[config.mk]
export PLATFORM = sky130hd
export DESIGN_NAME = task_switch_guard
export DESIGN_NICKNAME = d
export VERILOG_FILES = /design/src/rtl/tsg_pkg.sv /design/src/rtl/tsg_decode.sv /design/src/rtl/tsg_prio.sv /design/src/rtl/task_switch_guard.sv
export SDC_FILE = /design/constraint.sdc
export NUM_CORES = 1
export LEC_CHECK = 0
export ABC_CLOCK_PERIOD_IN_PS = 2400
export BUFFER_PORTS_ARGS = -buffer_cell sky130_fd_sc_hd__buf_4
export CAP_MARGIN = 20
export CORE_ASPECT_RATIO = 1.4
export CORE_MARGIN = 1
export CORE_UTILIZATION = 44
export DETAILED_ROUTE_END_ITERATION = 6
export PLACE_DENSITY = 0.83
export SKIP_LAST_GASP = 1
export SLEW_MARGIN = 20
export SYNTH_ARGS = -nofsm -noshare
export SYNTH_HDL_FRONTEND = slang
export SYNTH_SLANG_ARGS = --single-unit
[constraint.sdc]
create_clock -name clk -period 2.4 [get_ports clk]
set_input_delay 0.24 -clock clk [delete_from_list [all_inputs] [get_ports clk]]
set_output_delay 0.24 -clock clk [all_outputs]
set_load 0.02 [all_outputs]
[src/rtl/tsg_pkg.sv]
package tsg_pkg;

  localparam int SEL_W = 16;
  localparam int LIM_W = 16;
  localparam int WORD_W = 32;
  localparam logic [31:0] MIN_TSS_LIMIT = 32'h0000_0067;

  typedef enum logic [2:0] {
    K_JUMP  = 3'd0,
    K_CALL  = 3'd1,
    K_SWINT = 3'd2,
    K_HWINT = 3'd3,
    K_EXC   = 3'd4,
    K_RET   = 3'd5
  } kind_e;

  typedef enum logic [1:0] {
    F_PASS = 2'd0,
    F_GP   = 2'd1,
    F_NP   = 2'd2,
    F_TS   = 2'd3
  } fault_e;

  typedef struct packed {
    kind_e              kind;
    logic [1:0]         cpl;
    logic [1:0]         rpl;
    logic               via_gate;
    logic [WORD_W-1:0]  gate_lo;
    logic [WORD_W-1:0]  gate_hi;
    logic [SEL_W-1:0]   sel;
    logic [WORD_W-1:0]  desc_lo;
    logic [WORD_W-1:0]  desc_hi;
    logic [LIM_W-1:0]   gdt_limit;
  } req_t;

  typedef struct packed {
    kind_e            kind;
    logic             range_f;
    logic             priv_f;
    logic             np_f;
    logic             busy_f;
    fault_e           busy_cls;
    logic             lim_f;
    logic [SEL_W-1:0] sel;
  } flags_t;

  // Effective descriptor limit with granularity scaling.
  function automatic logic [31:0] eff_limit(input logic [WORD_W-1:0] lo,
                                            input logic [WORD_W-1:0] hi);
    logic [19:0] raw;
    raw = {hi[19:16], lo[15:0]};
    return hi[23] ? {raw, 12'hFFF} : {12'h000, raw};
  endfunction

  // Privilege verdict per request kind: 1 means violation.
  function automatic logic priv_violation(input kind_e k, input logic [1:0] cpl,
                                          input logic [1:0] rpl, input logic [1:0] dpl);
    case (k)
      K_JUMP, K_CALL: return (cpl > dpl) || (rpl > dpl);
      K_SWINT:        return (cpl > dpl);
      default:        return 1'b0;
    endcase
  endfunction

endpackage

[src/rtl/tsg_decode.sv]
module tsg_decode
  import tsg_pkg::*;
(
  input  logic   clk,
  input  logic   rst_n,
  input  logic   vin,
  input  req_t   rq,
  output logic   vout,
  output flags_t fl
);

  logic [SEL_W-1:0] tgt_sel;
  logic [1:0]       ref_dpl;
  logic             is_busy;
  flags_t           nx;

  always_comb begin
    tgt_sel     = rq.via_gate ? rq.gate_lo[31:16] : rq.sel;
    ref_dpl     = rq.via_gate ? rq.gate_hi[14:13] : rq.desc_hi[14:13];
    is_busy     = rq.desc_hi[9];
    nx.kind     = rq.kind;
    nx.sel      = {tgt_sel[SEL_W-1:2], 2'b00};
    nx.range_f  = tgt_sel[2] || ({tgt_sel[SEL_W-1:3], 3'b111} > rq.gdt_limit);
    nx.priv_f   = priv_violation(rq.kind, rq.cpl, rq.rpl, ref_dpl);
    nx.np_f     = !rq.desc_hi[15];
    nx.busy_f   = (rq.kind == K_RET) ? !is_busy : is_busy;
    nx.busy_cls = (rq.kind == K_RET) ? F_TS : F_GP;
    nx.lim_f    = eff_limit(rq.desc_lo, rq.desc_hi) < MIN_TSS_LIMIT;
  end

  always_ff @(posedge clk) begin
    if (!rst_n) begin
      vout <= 1'b0;
      fl   <= '0;
    end else begin
      vout <= vin;
      if (vin) fl <= nx;
    end
  end

  // exempt kinds never carry a privilege failure
  a_r4_exempt_no_priv: assert property (@(posedge clk) disable iff (!rst_n)
    vout && (fl.kind inside {K_HWINT, K_EXC, K_RET}) |-> !fl.priv_f);

  // reported selector never keeps its requested-level bits
  a_r9_sel_low_clear: assert property (@(posedge clk) disable iff (!rst_n)
    vout |-> fl.sel[1:0] == 2'b00);

endmodule

[src/rtl/tsg_prio.sv]
module tsg_prio
  import tsg_pkg::*;
(
  input  logic             clk,
  input  logic             rst_n,
  input  logic             vin,
  input  flags_t           fl,
  output logic             vout,
  output fault_e           fault,
  output logic [SEL_W-1:0] errsel
);

  fault_e first_fail;

  always_comb begin
    if (fl.range_f)     first_fail = F_GP;
    else if (fl.priv_f) first_fail = F_GP;
    else if (fl.np_f)   first_fail = F_NP;
    else if (fl.busy_f) first_fail = fl.busy_cls;
    else if (fl.lim_f)  first_fail = F_TS;
    else                first_fail = F_PASS;
  end

  always_ff @(posedge clk) begin
    if (!rst_n) begin
      vout   <= 1'b0;
      fault  <= F_PASS;
      errsel <= '0;
    end else begin
      vout <= vin;
      if (vin) begin
        fault  <= first_fail;
        errsel <= (first_fail == F_PASS) ? '0 : fl.sel;
      end
    end
  end

  // a range failure always wins
  a_r8_range_first: assert property (@(posedge clk) disable iff (!rst_n)
    vin && fl.range_f |=> fault == F_GP);

  // absence reported when the earlier checks are clean
  a_r5_np_reported: assert property (@(posedge clk) disable iff (!rst_n)
    vin && !fl.range_f && !fl.priv_f && fl.np_f |=> fault == F_NP);

  // pass carries a zero error selector
  a_r9_pass_zero: assert property (@(posedge clk) disable iff (!rst_n)
    vout && fault == F_PASS |-> errsel == '0);

endmodule

[src/rtl/task_switch_guard.sv]
module task_switch_guard
  import tsg_pkg::*;
(
  input  logic        clk,
  input  logic        rst_n,
  input  logic        req_valid,
  input  logic [2:0]  req_kind,
  input  logic [1:0]  cur_pl,
  input  logic [1:0]  sel_rpl,
  input  logic        via_gate,
  input  logic [31:0] gate_lo,
  input  logic [31:0] gate_hi,
  input  logic [15:0] tss_sel,
  input  logic [31:0] desc_lo,
  input  logic [31:0] desc_hi,
  input  logic [15:0] gdt_limit,
  output logic        rsp_valid,
  output logic [1:0]  rsp_fault,
  output logic [15:0] rsp_errsel
);

  req_t   s1_rq;
  logic   s1_v;
  logic   s2_v;
  flags_t s2_fl;
  fault_e s3_fault;

  always_ff @(posedge clk) begin
    if (!rst_n) begin
      s1_v  <= 1'b0;
      s1_rq <= '0;
    end else begin
      s1_v <= req_valid;
      if (req_valid) begin
        s1_rq.kind      <= kind_e'(req_kind);
        s1_rq.cpl       <= cur_pl;
        s1_rq.rpl       <= sel_rpl;
        s1_rq.via_gate  <= via_gate;
        s1_rq.gate_lo   <= gate_lo;
        s1_rq.gate_hi   <= gate_hi;
        s1_rq.sel       <= tss_sel;
        s1_rq.desc_lo   <= desc_lo;
        s1_rq.desc_hi   <= desc_hi;
        s1_rq.gdt_limit <= gdt_limit;
      end
    end
  end

  tsg_decode u_decode (
    .clk   (clk),
    .rst_n (rst_n),
    .vin   (s1_v),
    .rq    (s1_rq),
    .vout  (s2_v),
    .fl    (s2_fl)
  );

  tsg_prio u_prio (
    .clk    (clk),
    .rst_n  (rst_n),
    .vin    (s2_v),
    .fl     (s2_fl),
    .vout   (rsp_valid),
    .fault  (s3_fault),
    .errsel (rsp_errsel)
  );

  assign rsp_fault = s3_fault;

  // one result per request, three edges later
  a_r10_latency: assert property (@(posedge clk) disable iff (!rst_n)
    rsp_valid == $past(req_valid, 3));

  // nothing valid in the cycle after reset
  a_r11_reset_quiet: assert property (@(posedge clk)
    !rst_n |=> !rsp_valid);

endmodule

==> flow_metrics.tcl <==
set metrics [dict create \
    cts.path.max_buffers 2 \
    die_h_um 126 \
    p_sw_mw 1.14 \
    drt_iter0_markers 138 \
    gp_congestion 0.774 \
    ctsResizeCount 0 \
    layout.nets 750 \
    yosysTopAreaCell "dfxtp_1" \
    syn_inst 464 \
    io_buffers 98 \
    maxCapViolations 0 \
    crit_fanout 10 \
    track_usage_pct 19.7 \
    seqPwrFrac_pct 40.5 \
    via_per_inst 5.03 \
    multi_input_area_um2 2220 \
    drv_slew 0 \
    dr_wl_met2_um 5280 \
    core_area_um2 10500 \
    power_density_nw_per_um2 836 \
    grt_pass1_vias 3679 \
    crit_start "s1_rq[160]" \
    maxSlewHeadroom_pct 58.8 \
    overflow 0 \
    num_vias 3583 \
    syn_to_final_growth_pct 31.3 \
    hold_violations 0 \
    cp-end-kind "flop" \
    die-area_um2 11300 \
    n_fill_cell 869 \
    yosysSeqAreaShare_pct 49.6 \
    r2r_slack_ps 110 \
    pin_count 190 \
    netlist_area_um2 4800 \
    clockPowerShare_pct 49.7 \
    drt-met1-wl_um 4390 \
    fin_crit_sh_pct 95.4 \
    die-width_um 90.3 \
    maxUsedRoutingLayer "met4" \
    cts_buffers 17 \
    drc 0 \
    grt_start_max_net_pins 100 \
    clock_skew_ps 4.68 \
    ys_warn_count 0 \
    cts_setup_buffers 0 \
    worst_r2r_startpoint "s1_rq[160]" \
    synth_seq_cells 119 \
    power_leakage_nw 2.89 \
    rsz0062_at_grt "false" \
    status "complete, no violations" \
    setup_viol 0 \
    period_needed_ps 2290 \
    diodes 0 \
    combPwrFrac_pct 9.8 \
    drive_gt1_share_pct 28.7 \
    routed_wl_um 10400 \
    rows 44 \
    synth_area_per_cell_um2 10.3 \
    hold_slack_ps 70.2 \
    rr_endpoint "u_decode.fl[22]" \
    final_antenna_net_count 0 \
    p_int_mw 4.13 \
    grt_pass1_wl_um 17400 \
    reg2reg_depth 7 \
    netSwitchingFraction_pct 21.6 \
    synth_top_area_share_pct 49.6 \
    clk_pin_slew_ps 50 \
    post_drt_wl_per_cell_um 14.6 \
    antenna_found_initial 0 \
    wl_met3_um 568 \
    final_cell_mix "119 x dfxtp_1, 102 x buf_4, 101 x nor2_1" \
    hp-class "in2reg" \
    clockRootBuffer "clkbuf_16" \
    ys_types 40 \
    irDropWorstVdd_v 0.000480 \
    crit_path_start_kind "flop" \
    worstPathRequired_ps 2670 \
    clock.fmax_ghz 0.437 \
    hpwlAfterDp_um 7400 \
    drt-pass1-iter-count 4 \
    cts_hold_buf 0 \
    cts_sinks 119 \
    initial_core_util_pct 45.6 \
    tightest_slew_ps 618 \
    final_common_cell "dfxtp_1" \
    clk_latency_ps 400 \
    cp.arrival_ps 2560 \
    finalSetupTns_ps 0 \
    crit_type "reg2reg" \
    htree_levels 4 \
    cts_tree "done" \
    seq_area_um2 2380 \
    endpoint "u_decode.fl[22]" \
    yosys-top-cells-area "dfxtp_1 50%, mux2i_1 20%, nor2_1 7.9%, ha_1 4.4%, mux2_2 3.1%" \
]
[cells by family after synthesis]
group           share of synthesized area (%)
flops                                    49.6
other cells                            0.0782
simple gates                             11.7
mux                                      22.9
compound gates                           7.20
fa+ha+maj                                4.43
buf+inv                                  4.12
[cell usage after synthesis]
cell type,count
a2111oi_0,1
a211oi_1,3
a211oi_2,1
a21oi_1,11
a21oi_2,1
a22o_2,14
a2bb2oi_1,1
a311o_1,1
a311oi_1,1
a31oi_1,1
and2_1,2
buf_1,4
buf_2,14
buf_4,2
buf_6,1
clkbuf_1,7
conb_1,1
dfxtp_1,119
ha_1,17
inv_1,15
inv_2,1
mux2_2,13
mux2i_1,95
nand2_1,8
nand2b_1,4
nand3_1,1
nand4_1,5
nand4b_1,1
nor2_1,101
nor2b_1,3
nor4_1,1
nor4_2,1
nor4b_1,1
o211ai_1,1
o21a_1,2
o21ai_0,3
o221ai_1,2
o41ai_1,1
or3_1,1
or4_1,2
[power groups by stage]
stage	Clock (mW)	Sequential [mW]	Combinational [mW]
2_1_floorplan	0	2.16	0.324
3_3_place_gp	0	2.17	0.492
3_5_place_dp	0	2.17	0.516
4_1_cts	2.66	2.13	0.520
5_1_grt	2.75	2.14	0.569
6_report	2.62	2.13	0.515
[critical path, stage by stage, from the launching register on]
cell	delay [ps]
dfxtp_1	370
buf_12	160
mux2_2	370
ha_1	320
nand4_1	140
or4_1	570
o221ai_1	160
a31oi_1	60
[state kept, by name, indices dropped and copies added, names as in the netlist]
register       flops
u_prio.vout        1
s1_rq             79
u_decode.vout      1
s1_v               1
u_prio.errsel     14
u_decode.fl       21
u_prio.fault       2
[through the flow]
step	cells	setup slack (ps)	total power, mW	cell area [µm²]	util (%)
3_3_place_gp	681	131	2.66	5680	54.0
2_1_floorplan	465	104	2.48	4800	-
4_1_cts	713	83.3	5.31	6300	59.9
3_5_place_dp	681	106	2.69	5680	54.0
6_report	713	111	5.27	6300	59.9
5_1_grt	713	9.00	5.46	6300	59.9
[how the worst min path moves through the flow]
| stage | depth (start not counted) | slack, ps | from | endpoint |
|---|---|---|---|---|
| final | 3 | 70 | desc_hi[16] | s1_rq[32] |
| after global routing | 3 | 60 | desc_hi[14] | s1_rq[30] |
| after CTS | 3 | 60 | desc_hi[23] | s1_rq[39] |
| after floorplan | 1 | 370 | rst_n | s1_v |
| after detailed placement | 1 | 430 | s1_rq[31] | u_decode.fl[20] |
| after global placement | 1 | 420 | s1_rq[31] | u_decode.fl[20] |
[cell type report]
cell class / instances / area share (%)
clock inverter: 9 / 2.34
inverter: 16 / 0.954
sequential: 119 / 37.8
timing repair buffer: 106 / 13.4
tap: 138 / 2.74
multi-input combinational: 302 / 35.3
clock buffer: 23 / 7.43
[layer usage]
layer | global-route usage [%] | vias to the layer above
li1 | - | 1795
met1 | 22.1 | 1666
met3 | 6.69 | 19
met5 | 0 | -
met2 | 34.1 | 103
met4 | 7.69 | 0
Power figures use the tool's default switching activity.
